--- src/rtl/ecc_log_pkg.sv ---
package ecc_log_pkg;

  localparam int BUS_W = 32;

  // Byte offsets of the register words
  localparam int OFF_ADDR   = 0;
  localparam int OFF_DETAIL = 4;
  localparam int OFF_STAT   = 8;

  // Bit positions inside the status/mask word
  localparam int STAT_CE_BIT = 0;
  localparam int STAT_UE_BIT = 7;
  localparam int MASK_LSB    = 16;
  localparam int MASK_CE_BIT = MASK_LSB + 7;
  localparam int MASK_UE_BIT = MASK_LSB + 8;

  // Assemble the status/mask word from flags and enables
  function automatic logic [BUS_W-1:0] stat_word(input logic ce, input logic ue,
                                                 input logic mce, input logic mue);
    logic [BUS_W-1:0] w;
    w = '0;
    w[STAT_CE_BIT] = ce;
    w[STAT_UE_BIT] = ue;
    w[MASK_CE_BIT] = mce;
    w[MASK_UE_BIT] = mue;
    return w;
  endfunction

  // Level that the system-error output should follow
  function automatic logic serr_level(input logic ce, input logic ue,
                                      input logic mce, input logic mue);
    return (ce & mce) | (ue & mue);
  endfunction

endpackage

--- src/rtl/ecc_log_status.sv ---
module ecc_log_status (
  input  logic clk,
  input  logic rst_n,
  input  logic ce_evt,
  input  logic ue_evt,
  input  logic clr_ce,
  input  logic clr_ue,
  output logic ce_flag,
  output logic ue_flag,
  output logic cap_en
);

  // A new uncorrectable error takes the details unless one is already held.
  // A correctable error takes them only when nothing is logged.
  logic ue_takes, ce_takes;
  assign ue_takes = ue_evt & ~ue_flag;
  assign ce_takes = ce_evt & ~ce_flag & ~ue_flag;
  assign cap_en   = ue_takes | ce_takes;

  always_ff @(posedge clk) begin
    if (!rst_n) begin
      ce_flag <= 1'b0;
      ue_flag <= 1'b0;
    end else begin
      // event has priority over a clear in the same cycle
      ce_flag <= ce_evt | (ce_flag & ~clr_ce);
      ue_flag <= ue_evt | (ue_flag & ~clr_ue);
    end
  end

  AST_CE_EVENT_SETS: assert property (@(posedge clk) disable iff (!rst_n)
    ce_evt |=> ce_flag);
  AST_UE_EVENT_SETS: assert property (@(posedge clk) disable iff (!rst_n)
    ue_evt |=> ue_flag);
  AST_CE_STICKY: assert property (@(posedge clk) disable iff (!rst_n)
    ce_flag && !clr_ce |=> ce_flag);
  AST_UE_STICKY: assert property (@(posedge clk) disable iff (!rst_n)
    ue_flag && !clr_ue |=> ue_flag);

endmodule

--- src/rtl/ecc_log_capture.sv ---
module ecc_log_capture #(
  parameter int ADDR_W  = 32,
  parameter int BLK_LSB = 12,
  parameter int SYN_W   = 8,
  localparam int BLK_W  = ADDR_W - BLK_LSB
) (
  input  logic              clk,
  input  logic              rst_n,
  input  logic              cap_en,
  input  logic [ADDR_W-1:0] err_addr,
  input  logic [SYN_W-1:0]  err_syn,
  input  logic              err_chan,
  output logic [BLK_W-1:0]  blk_q,
  output logic [SYN_W-1:0]  syn_q,
  output logic              chan_q
);

  logic addr_unused;
  assign addr_unused = ^err_addr[BLK_LSB-1:0];

  always_ff @(posedge clk) begin
    if (!rst_n) begin
      blk_q  <= '0;
      syn_q  <= '0;
      chan_q <= 1'b0;
    end else if (cap_en) begin
      blk_q  <= err_addr[ADDR_W-1:BLK_LSB];
      syn_q  <= err_syn;
      chan_q <= err_chan;
    end
  end

  AST_CAPTURE_TAKES: assert property (@(posedge clk) disable iff (!rst_n)
    cap_en |=> (syn_q == $past(err_syn)) && (chan_q == $past(err_chan)));
  AST_DETAILS_HOLD: assert property (@(posedge clk) disable iff (!rst_n)
    !cap_en |=> $stable(blk_q) && $stable(syn_q) && $stable(chan_q));

endmodule

--- src/rtl/ecc_log_regs.sv ---
module ecc_log_regs
  import ecc_log_pkg::*;
#(
  parameter int ADDR_W  = 32,
  parameter int BLK_LSB = 12,
  parameter int SYN_W   = 8,
  parameter int REG_AW  = 4,
  localparam int BLK_W  = ADDR_W - BLK_LSB
) (
  input  logic              clk,
  input  logic              rst_n,
  input  logic              reg_wr,
  input  logic              reg_rd,
  input  logic [REG_AW-1:0] reg_addr,
  input  logic [BUS_W-1:0]  reg_wdata,
  input  logic [3:0]        reg_be,
  input  logic              ce_flag,
  input  logic              ue_flag,
  input  logic [BLK_W-1:0]  blk_q,
  input  logic [SYN_W-1:0]  syn_q,
  input  logic              chan_q,
  output logic              clr_ce,
  output logic              clr_ue,
  output logic [BUS_W-1:0]  reg_rdata,
  output logic              serr_out
);

  logic mask_ce, mask_ue;
  logic hit_addr, hit_detail, hit_stat;
  logic wr_stat;

  assign hit_addr   = (reg_addr == REG_AW'(OFF_ADDR));
  assign hit_detail = (reg_addr == REG_AW'(OFF_DETAIL));
  assign hit_stat   = (reg_addr == REG_AW'(OFF_STAT));
  assign wr_stat    = reg_wr & hit_stat;

  // write-one-to-clear, only through byte lane 0
  assign clr_ce = wr_stat & reg_be[0] & reg_wdata[STAT_CE_BIT];
  assign clr_ue = wr_stat & reg_be[0] & reg_wdata[STAT_UE_BIT];

  logic wdata_unused;
  assign wdata_unused = ^{reg_wdata[31:25], reg_wdata[22:8], reg_wdata[6:1], reg_be[1]};

  always_ff @(posedge clk) begin
    if (!rst_n) begin
      mask_ce <= 1'b0;
      mask_ue <= 1'b0;
    end else if (wr_stat) begin
      if (reg_be[2]) mask_ce <= reg_wdata[MASK_CE_BIT];
      if (reg_be[3]) mask_ue <= reg_wdata[MASK_UE_BIT];
    end
  end

  // read words
  logic [ADDR_W-1:0] addr_full;
  logic [BUS_W-1:0]  word_addr, word_detail, word_stat, rd_mux;
  assign addr_full   = {blk_q, {BLK_LSB{1'b0}}};
  assign word_addr   = BUS_W'(addr_full);
  assign word_detail = BUS_W'({chan_q, syn_q});
  assign word_stat   = stat_word(ce_flag, ue_flag, mask_ce, mask_ue);

  always_comb begin
    rd_mux = '0;
    if (hit_addr)   rd_mux = word_addr;
    if (hit_detail) rd_mux = word_detail;
    if (hit_stat)   rd_mux = word_stat;
  end

  always_ff @(posedge clk) begin
    if (!rst_n) begin
      reg_rdata <= '0;
      serr_out  <= 1'b0;
    end else begin
      if (reg_rd) reg_rdata <= rd_mux;
      serr_out <= serr_level(ce_flag, ue_flag, mask_ce, mask_ue);
    end
  end

  AST_SERR_HAS_CAUSE: assert property (@(posedge clk) disable iff (!rst_n)
    $rose(serr_out) |-> $past(ce_flag | ue_flag));
  AST_SERR_DROPS: assert property (@(posedge clk) disable iff (!rst_n)
    !ce_flag && !ue_flag |=> !serr_out);
  AST_ADDR_LOW_ZERO: assert property (@(posedge clk) disable iff (!rst_n)
    reg_rd && hit_addr |=> reg_rdata[BLK_LSB-1:0] == '0);
  AST_GAP_READS_ZERO: assert property (@(posedge clk) disable iff (!rst_n)
    reg_rd && !hit_addr && !hit_detail && !hit_stat |=> reg_rdata == '0);

endmodule

--- src/rtl/ecc_error_logger.sv ---
module ecc_error_logger
  import ecc_log_pkg::*;
#(
  parameter int ADDR_W  = 32,
  parameter int BLK_LSB = 12,
  parameter int SYN_W   = 8,
  parameter int REG_AW  = 4,
  localparam int BLK_W  = ADDR_W - BLK_LSB
) (
  input  logic              clk,
  input  logic              rst_n,
  input  logic              ce_evt,
  input  logic              ue_evt,
  input  logic [ADDR_W-1:0] err_addr,
  input  logic [SYN_W-1:0]  err_syn,
  input  logic              err_chan,
  input  logic              reg_wr,
  input  logic              reg_rd,
  input  logic [REG_AW-1:0] reg_addr,
  input  logic [31:0]       reg_wdata,
  input  logic [3:0]        reg_be,
  output logic [31:0]       reg_rdata,
  output logic              serr_out
);

  // internal events brought out as named wires
  logic ce_flag, ue_flag, cap_en, clr_ce, clr_ue;
  logic [BLK_W-1:0] blk_q;
  logic [SYN_W-1:0] syn_q;
  logic             chan_q;

  ecc_log_status u_status (
    .clk     (clk),
    .rst_n   (rst_n),
    .ce_evt  (ce_evt),
    .ue_evt  (ue_evt),
    .clr_ce  (clr_ce),
    .clr_ue  (clr_ue),
    .ce_flag (ce_flag),
    .ue_flag (ue_flag),
    .cap_en  (cap_en)
  );

  ecc_log_capture #(.ADDR_W(ADDR_W), .BLK_LSB(BLK_LSB), .SYN_W(SYN_W)) u_capture (
    .clk      (clk),
    .rst_n    (rst_n),
    .cap_en   (cap_en),
    .err_addr (err_addr),
    .err_syn  (err_syn),
    .err_chan (err_chan),
    .blk_q    (blk_q),
    .syn_q    (syn_q),
    .chan_q   (chan_q)
  );

  ecc_log_regs #(.ADDR_W(ADDR_W), .BLK_LSB(BLK_LSB), .SYN_W(SYN_W), .REG_AW(REG_AW)) u_regs (
    .clk       (clk),
    .rst_n     (rst_n),
    .reg_wr    (reg_wr),
    .reg_rd    (reg_rd),
    .reg_addr  (reg_addr),
    .reg_wdata (reg_wdata),
    .reg_be    (reg_be),
    .ce_flag   (ce_flag),
    .ue_flag   (ue_flag),
    .blk_q     (blk_q),
    .syn_q     (syn_q),
    .chan_q    (chan_q),
    .clr_ce    (clr_ce),
    .clr_ue    (clr_ue),
    .reg_rdata (reg_rdata),
    .serr_out  (serr_out)
  );

  AST_UE_OVERWRITES_CE: assert property (@(posedge clk) disable iff (!rst_n)
    ue_evt && ce_flag && !ue_flag && !clr_ce |=>
      ce_flag && ue_flag && (chan_q == $past(err_chan)) && (syn_q == $past(err_syn)));
  AST_CE_KEEPS_DETAILS: assert property (@(posedge clk) disable iff (!rst_n)
    ce_evt && !ue_evt && (ce_flag || ue_flag) |=> $stable(syn_q) && $stable(blk_q));
  AST_BOTH_TAKE_UE: assert property (@(posedge clk) disable iff (!rst_n)
    ce_evt && ue_evt && !ce_flag && !ue_flag |=>
      ce_flag && ue_flag && (syn_q == $past(err_syn)));

endmodule

--- config.mk ---
export PLATFORM = sky130hd
export DESIGN_NAME = ecc_error_logger
export DESIGN_NICKNAME = d
export VERILOG_FILES = /design/src/rtl/ecc_log_pkg.sv /design/src/rtl/ecc_log_status.sv /design/src/rtl/ecc_log_capture.sv /design/src/rtl/ecc_log_regs.sv /design/src/rtl/ecc_error_logger.sv
export SDC_FILE = /design/constraint.sdc
export NUM_CORES = 1
export LEC_CHECK = 0
export ABC_AREA = 1
export BUFFER_PORTS_ARGS = -buffer_cell sky130_fd_sc_hd__buf_2
export CORE_ASPECT_RATIO = 0.8
export CORE_MARGIN = 8
export CORE_UTILIZATION = 35
export CTS_CLUSTER_DIAMETER = 120
export DETAILED_ROUTE_END_ITERATION = 8
export PLACE_DENSITY_LB_ADDON = 0.08
export SYNTH_ARGS = -nofsm -noshare
export SYNTH_HDL_FRONTEND = slang
export SYNTH_SLANG_ARGS = --single-unit
export TNS_END_PERCENT = 30
--- constraint.sdc ---
create_clock -name clk -period 3.5 [get_ports clk]
set_input_delay 0 -clock clk [delete_from_list [all_inputs] [get_ports clk]]
set_output_delay 0 -clock clk [all_outputs]
set_load 0.02 [all_outputs]
==> flow_summary.rst, run 1 <==
.. list-table::
   :header-rows: 1

   * - Metric
     - Value
   * - Result of the run
     - finished, final reports clean
   * - Number of buffers inserted during clock tree synthesis
     - 9
   * - Number of hold violations in the final report
     - 0
   * - Initial Util
     - 35.3%
   * - Crit-path cells
     - dlygate4sd3_1, buf_2, nor2_1, dlygate4sd3_1, nor2_1, dlygate4sd3_1
   * - Via count
     - 2,254
   * - Most Frequent Cell on Critical Path
     - sky130_fd_sc_hd__dlygate4sd3_1
   * - Post-Place Cell Area
     - 2760 µm²
   * - Routed wire length
     - 6360 µm
   * - Cell type with the highest aggregate area in the netlist
     - sky130_fd_sc_hd__dfxtp_1
   * - Routability-driven placement congestion ratio
     - 0.755
   * - Synth unique cells
     - 20
   * - Category of the critical setup timing path
     - input pin to flop
   * - Slew @ Worst Pin
     - 0.900 ns
   * - Critical path fanouts, max
     - 1
   * - Number of warnings issued by yosys
     - 0
   * - Maximum achievable frequency
     - 0.606 GHz
   * - Crit path buffers/inverters
     - 4
   * - Count of instances resized after the clock tree is built
     - 0
   * - Total negative slack for setup checks
     - 0 ns
   * - Shortest period the worst path allows
     - 1.65 ns
   * - Remaining antenna violation count
     - 0
   * - TritonCTS clock tree
     - done
   * - Die Ht
     - 89.9 µm
   * - Worst supply voltage drop on vdd
     - 214 µV
   * - Routed length per instance
     - 12.4 µm
   * - Reg2reg setup slack
     - 1.90 ns
   * - Total power density per cell area
     - 467 nW/µm²
   * - Number of DRC markers in iteration 0
     - 90
   * - Post-synthesis sequential area ratio
     - 52.9%
   * - Library cell contributing the largest single delay on the critical path
     - sky130_fd_sc_hd__dlygate4sd3_1
   * - Crit. Startpoint
     - reg_wdata[23]
   * - CTS sink cnt
     - 63
   * - Yosys reg bits
     - 63
   * - Overflow after GRT
     - 0
   * - Cell family with most CP delay
     - buffers and inverters
   * - Number of maximum-capacitance violations
     - 0
   * - Synth area leaders
     - sky130_fd_sc_hd__dfxtp_1 (53%), sky130_fd_sc_hd__nor2_1 (11%), sky130_fd_sc_hd__o21ai_0 (11%)
   * - Die Wd
     - 108 µm
   * - Root Driver
     - sky130_fd_sc_hd__clkbuf_8
   * - RSZ-0062 raised after global routing
     - no
   * - Delay of the slowest cell on the worst path
     - 0.56 ns
   * - Final core utilization
     - 49.2%
   * - Endpoint type of the worst setup path
     - flop
   * - Netlist area before placement
     - 2390 µm²
   * - Period utilisation layout
     - 47.1%
   * - Static Leak
     - 0.00154 µW
   * - Vias in the first global route
     - 2,310
   * - Total setup violations reported at the end of the flow
     - 0
   * - Data arrival time of the critical path
     - 1.88 ns
   * - Number of enable flip-flop cells after synthesis
     - 0
   * - Final-report max-slew violation count
     - 0
   * - Half-perimeter wire length after placement
     - 3840 µm
   * - Hold WC Path Type
     - input pin to flop
   * - Maximum number of pins on one net before global-route repair
     - 59
   * - I/O pin total
     - 120
   * - Commonest register cell after synthesis
     - sky130_fd_sc_hd__dfxtp_1
   * - Count of input and output buffers
     - 75
   * - Reg clk slew, reported paths
     - 0.07 ns
   * - Async SR Flop Fraction
     - 0%
   * - Post-detailed-route via-to-cell ratio
     - 4.39
   * - Final design area excluding fillers
     - 3330 µm²
   * - Max-slew headroom
     - 40.0%
   * - Die outline area
     - 9730 µm²
   * - Fraction of layout instances using a drive strength above 1
     - 23.0%
   * - Depth of the worst register-to-register path
     - 7
   * - Endpoint of the most critical register-to-register path
     - u_capture.syn_q[7]$_SDFFE_PN0P_
   * - Clock insertion delay at the later pin of the skew report
     - 0.33 ns
   * - First-pass GRT wire length
     - 10,600 µm
   * - Reg-to-reg startpoint
     - u_status.ce_flag$_SDFF_PN0_
   * - Antenna violations before repair
     - 0
   * - Number of levels in the clock H-tree
     - 3
   * - Clk_skew
     - 0.00901 ns
   * - Maximum clock insertion buffer count
     - 2
   * - Top library cells by usage in the layout, fill and taps aside
     - sky130_fd_sc_hd__buf_2 (75), sky130_fd_sc_hd__nor2_1 (71), sky130_fd_sc_hd__dfxtp_1 (63), sky130_fd_sc_hd__o21ai_0 (51), sky130_fd_sc_hd__nand2_1 (49)
   * - Worst setup timing slack at the placement stage
     - 1.93 ns
   * - Crit path to
     - u_regs.mask_ce$_SDFFE_PN0P_
   * - Yosys top cell area share
     - 52.9%
   * - Critical path launch point type
     - input pin
   * - N_diodes
     - 0
   * - Worst EP required
     - 3.73 ns
   * - Post-route DRC violation count
     - 0
   * - Number of cells produced by synthesis
     - 315
   * - Number of nets in the layout
     - 508
   * - Most common cell after layout, fill and taps aside
     - sky130_fd_sc_hd__buf_2
   * - Average instance area after synthesis
     - 7.57 µm²
   * - Row count
     - 27
   * - WP depth
     - 6
   * - Overall routing resource usage
     - 13.5%
   * - Area of the core
     - 6760 µm²
   * - Synthesis-to-layout area growth
     - 39.4%
   * - Drt pass-1 iters
     - 6
   * - Final Worst Setup Slack
     - 1.85 ns
## Yosys cell counts (4+ instances only)
cell type and instances:
sky130_fd_sc_hd__nand2_1 49, sky130_fd_sc_hd__clkbuf_1 8, sky130_fd_sc_hd__dfxtp_1 63, sky130_fd_sc_hd__buf_2 6
sky130_fd_sc_hd__buf_6 4, sky130_fd_sc_hd__nor2_1 71, sky130_fd_sc_hd__a21oi_1 28, sky130_fd_sc_hd__nand3_1 4
sky130_fd_sc_hd__o21ai_0 51, sky130_fd_sc_hd__inv_1 13
## worst min-delay path by stage
stage | startpoint | end | slack (ns) | cells after the start
floorplan | err_syn[0] | u_capture.syn_q[0]$_SDFFE_PN0P_ | 0.13 | 2
global placement | err_addr[25] | u_capture.blk_q[13]$_SDFFE_PN0P_ | 0.22 | 3
detailed placement | err_addr[28] | u_capture.blk_q[16]$_SDFFE_PN0P_ | 0.23 | 3
CTS | reg_addr[3] | u_regs.reg_rdata[6]$_SDFFE_PN0P_ | 0.04 | 4
global route | reg_addr[3] | u_regs.reg_rdata[6]$_SDFFE_PN0P_ | 0.06 | 4
finish | reg_addr[3] | u_regs.reg_rdata[6]$_SDFFE_PN0P_ | 0.06 | 4
## flip-flops by register name, indices dropped and copies added (netlist names)
| register | cells |
|---|---|
| u_capture.blk_q | 20 |
| u_capture.chan_q | 1 |
| u_capture.syn_q | 8 |
| u_regs.mask_ce | 1 |
| u_regs.mask_ue | 1 |
| u_regs.reg_rdata | 29 |
| u_regs.serr_out | 1 |
| u_status.ce_flag | 1 |
| u_status.ue_flag | 1 |
## worst reg2reg max path, stage by stage (launching register included)
cell	delay (ns)
sky130_fd_sc_hd__dfxtp_1	0.38
sky130_fd_sc_hd__nor2_1	0.06
sky130_fd_sc_hd__nor2_1	0.12
sky130_fd_sc_hd__nor2_2	0.04
sky130_fd_sc_hd__buf_4	0.22
sky130_fd_sc_hd__inv_2	0.48
sky130_fd_sc_hd__nor2_1	0.11
sky130_fd_sc_hd__nor2_1	0.12
## cells by family (layout without fill, tap and decap cells)
kind of cell / Yosys count / in the layout / share of synthesized area [%]
AO/OA/AOI/OAI: 82 / 82 / 17.2
buffers and inverters: 37 / 146 / 7.92
flip-flops: 63 / 63 / 52.9
other: 1 / 3 / 0.157
AND/OR/NAND/NOR: 132 / 132 / 21.9
## cell type report
cell class	count	area, µm²
fill	705	3430
tap	87	109
sequential	63	1260
inverter	14	52.6
clock inverter	4	20.0
multi-input combinational	217	948
timing repair buffer	116	781
clock buffer	12	155
## layer usage
metal  share of wire (%)  track usage (%)  vias up  wire length [µm]
li1                    -                -     1216                 -
met1                  47             16.6      970              3010
met2                  44             20.6       63              2770
met3                 8.2             5.92        5               520
met4                0.82             4.44        0                52
met5                   0                0        -                 0
## through the flow
step | power (µW) | hold slack [ns] | std cells
after detailed placement | 984 | 0.230 | 458
final | 1550 | 0.0627 | 513
after global routing | 1640 | 0.0645 | 513
after floorplan | 926 | 0.128 | 317
after global placement | 982 | 0.223 | 458
after CTS | 1580 | 0.0368 | 513
## report_power, final
group | total (µW) | switching [µW] | leakage, µW | internal [µW]
combinational | 208 | 119 | 0.000928 | 88.4
clock | 557 | 266 | 0.0000959 | 291
sequential | 790 | 22.9 | 0.000521 | 767
total | 1550 | 408 | 0.00154 | 1150
## timing repair
item,4_1_cts,5_1_grt
hold buffers,39,0
endpoints found under the hold margin,33,0
buffers inserted,0,0
Power figures use the tool's default switching activity.
==> run 2, diff against run 1 <==
==> constraint.sdc (replaced) <==
create_clock -name clk -period 1.37 [get_ports clk]
set_input_delay 0 -clock clk [delete_from_list [all_inputs] [get_ports clk]]
set_output_delay 0 -clock clk [all_outputs]
set_load 0.02 [all_outputs]
==> run 2 against run 1 <==
  * Global-route usage is 0.29 points higher
  * Count of clock-buffer cells in the layout is 1 higher
  * Setup slack worse by 1.7 ns
  * Combinational power increased to 2.7 times the previous value
  * Worst hold slack got worse by 0.047 ns
  * Clock power increased to 3.0 times the previous value
  * Routed wire length is 0.97% higher
  * Utilization grew 1.4 points
  * Sequential share of layout area decreased by 1.0 points
  * Critical endpoint is now u_status.ce_flag$_SDFF_PN0_
  * Largest power group unchanged
  * Highest routed layer unchanged
==> flow_summary.rst, run 2 (synthesis gave the netlist of run 1 again) <==
.. list-table::
   :header-rows: 1

   * - Metric
     - Value
   * - Result of the run
     - finished, final reports clean (unchanged)
   * - Endpoint type of the worst setup path
     - flop (unchanged)
   * - Drt pass-1 iters
     - 4 (was 6)
   * - Period utilisation layout
     - 89.7%
   * - Reg clk slew, reported paths
     - 0.06 ns (was 0.07 ns)
   * - Cells after DPL
     - 463 (was 458)
   * - N_diodes
     - 0 (unchanged)
   * - Number of maximum-capacitance violations
     - 0 (unchanged)
   * - Overall routing resource usage
     - 13.8% (was 13.5%)
   * - Crit. Startpoint
     - u_status.ce_flag$_SDFF_PN0_ (was reg_wdata[23])
   * - Number of levels in the clock H-tree
     - 3 (unchanged)
   * - Via count
     - 2,290 (was 2,254)
   * - CTS sink cnt
     - 63 (unchanged)
   * - Routed wire length
     - 6420 µm (was 6360 µm)
   * - Routability-driven placement congestion ratio
     - 0.807 (was 0.755)
   * - Critical path launch point type
     - flop (was input pin)
   * - Category of the critical setup timing path
     - flop to flop (was input pin to flop)
   * - Clock insertion delay at the later pin of the skew report
     - 0.33 ns (about the same)
   * - Top library cells by usage in the layout, fill and taps aside
     - sky130_fd_sc_hd__buf_2 (75), sky130_fd_sc_hd__nor2_1 (71), sky130_fd_sc_hd__dfxtp_1 (63), sky130_fd_sc_hd__o21ai_0 (51), sky130_fd_sc_hd__nand2_1 (49) (unchanged)
   * - Count of input and output buffers
     - 75 (unchanged)
   * - RSZ-0062 raised after global routing
     - no (unchanged)
   * - Fraction of layout instances using a drive strength above 1
     - 24.0% (was 23.0%)
   * - Crit path to
     - u_status.ce_flag$_SDFF_PN0_ (was u_regs.mask_ce$_SDFFE_PN0P_)
   * - Total setup violations reported at the end of the flow
     - 0 (unchanged)
   * - Remaining antenna violation count
     - 0 (unchanged)
   * - Wire length on met1
     - 3090 µm (was 3010 µm)
   * - Die outline area
     - 9730 µm² (unchanged)
   * - Root Driver
     - sky130_fd_sc_hd__clkbuf_8 (unchanged)
   * - Worst supply voltage drop on vdd
     - 573 µV (was 214 µV)
   * - Number of hold violations in the final report
     - 0 (unchanged)
   * - Critical path fanouts, max
     - 3 (was 1)
   * - Antenna violations before repair
     - 0 (unchanged)
   * - Worst EP required
     - 1.59 ns (was 3.73 ns)
   * - Total negative slack for setup checks
     - 0 ns (unchanged)
   * - Overflow after GRT
     - 0 (unchanged)
   * - Number of standard cells in the layout, taps in and fillers out
     - 517 (was 513)
   * - Maximum clock insertion buffer count
     - 2 (unchanged)
   * - Post-detailed-route via-to-cell ratio
     - 4.43 (was 4.39)
   * - Data arrival time of the critical path
     - 1.45 ns (was 1.88 ns)
   * - Total met2 wirelength after detailed routing
     - 2870 µm (was 2770 µm)
   * - Clk_skew
     - 0.00359 ns (was 0.00901 ns)
   * - Area of the core
     - 6760 µm² (unchanged)
   * - Reg-to-reg startpoint
     - u_status.ce_flag$_SDFF_PN0_ (unchanged)
   * - I/O pin total
     - 120 (unchanged)
   * - Post-route DRC violation count
     - 0 (unchanged)
   * - Initial Util
     - 35.3% (unchanged)
   * - Number of buffers inserted during clock tree synthesis
     - 9 (unchanged)
   * - Most common cell after layout, fill and taps aside
     - sky130_fd_sc_hd__buf_2 (unchanged)
   * - First-pass GRT wire length
     - 11,000 µm (was 10,600 µm)
   * - Vias in the first global route
     - 2,375 (was 2,310)
   * - Shortest period the worst path allows
     - 1.23 ns
   * - Total power density per cell area
     - 1240 nW/µm² (was 467 nW/µm²)
   * - Number of DRC markers in iteration 0
     - 70 (was 90)
   * - Die Ht
     - 89.9 µm (unchanged)
   * - TritonCTS clock tree
     - done (unchanged)
   * - Number of nets in the layout
     - 512 (was 508)
   * - Endpoint of the most critical register-to-register path
     - u_status.ce_flag$_SDFF_PN0_ (was u_capture.syn_q[7]$_SDFFE_PN0P_)
   * - Die Wd
     - 108 µm (unchanged)
   * - Registers with the highest flip-flop counts
     - u_regs.reg_rdata: 29 flops, u_capture.blk_q: 20 flops, u_capture.syn_q: 8 flops (unchanged)
   * - Register name with the most flops
     - u_regs.reg_rdata (unchanged)
   * - Synthesis-to-layout area growth
     - 43.3% (was 39.4%)
   * - Number of setup buffers added after CTS
     - 0 (unchanged)
   * - Maximum number of pins on one net before global-route repair
     - 59 (unchanged)
   * - Row count
     - 27 (unchanged)
   * - Routed length per instance
     - 12.4 µm (about the same)
   * - Final core utilization
     - 50.6% (was 49.2%)
   * - Detailed-routed wire length on met3
     - 409 µm (was 520 µm)
   * - Static Leak
     - 0.00158 µW (was 0.00154 µW)
   * - Hold WC Path Type
     - input pin to flop (unchanged)
   * - Maximum achievable frequency
     - 0.813 GHz
   * - Top metal layer carrying routed signals
     - met4 (unchanged)
   * - Depth of the worst register-to-register path
     - 4 (was 7)
   * - Half-perimeter wire length after placement
     - 4050 µm (was 3840 µm)
   * - Reg2reg setup slack
     - 0.14 ns (was 1.90 ns)
   * - Final-report max-slew violation count
     - 0 (unchanged)
   * - Number of flip-flops in the largest register
     - 29 (unchanged)
## run 2: worst min path at each step
stage / end / depth (start not counted) / slack, ns / start
finish: u_status.ue_flag$_SDFF_PN0_ / 4 / 0.02 / reg_wdata[7]
global route: u_capture.blk_q[12]$_SDFFE_PN0P_ / 3 / 0.06 / rst_n
CTS: u_status.ue_flag$_SDFF_PN0_ / 4 / 0.0001 / reg_wdata[7]
detailed placement: u_capture.blk_q[12]$_SDFFE_PN0P_ / 3 / 0.23 / err_addr[24]
global placement: u_capture.blk_q[13]$_SDFFE_PN0P_ / 3 / 0.22 / err_addr[25]
floorplan: u_capture.syn_q[0]$_SDFFE_PN0P_ / 2 / 0.13 / err_syn[0]
## run 2: layout make-up
type	count	area [µm²]
Fill cell	695	3340
Sequential cell	63	1260
Multi-Input combinational cell	217	948
Timing Repair Buffer	120	837
Clock buffer	13	169
Tap cell	87	109
Inverter	14	55.1
Clock inverter	3	40.0
## run 2: layer usage
| layer | up-vias | global-route usage, % |
|---|---|---|
| li1 | 1225 | - |
| met1 | 1006 | 17.3 |
| met2 | 54 | 21.4 |
| met3 | 5 | 5.71 |
| met4 | 0 | 3.41 |
| met5 | - | 0 |
## run 2: metrics by stage
step	power, µW	instance area (µm²)	hold slack [ns]	worst slack, ns
2_1_floorplan	2360	2390	0.128	0.251
3_3_place_gp	2530	2820	0.223	0.103
3_5_place_dp	2530	2820	0.231	0.100
4_1_cts	4300	3410	0.000100	0.0645
5_1_grt	4480	3420	0.0563	0.0361
6_report	4230	3420	0.0161	0.140
## run 2: what timing repair did
item	4_1_cts	5_1_grt
hold buffers	38	0
setup endpoints to repair	0	29
resized for setup	0	3
endpoints found under the hold margin	33	0
## run 2: power breakdown
| part | switching (µW) | leakage, µW | internal [µW] |
|---|---|---|---|
| Sequential | 57.1 | 0.000521 | 1960 |
| Clock | 676 | 0.000109 | 984 |
| Combinational | 312 | 0.000953 | 245 |
## run 2: worst max-delay path: stages (launching register included)
cell,delay [ns]
sky130_fd_sc_hd__dfxtp_1,0.31
sky130_fd_sc_hd__buf_4,0.14
sky130_fd_sc_hd__nand2_1,0.06
sky130_fd_sc_hd__a21oi_1,0.05
sky130_fd_sc_hd__dlygate4sd3_1,0.56
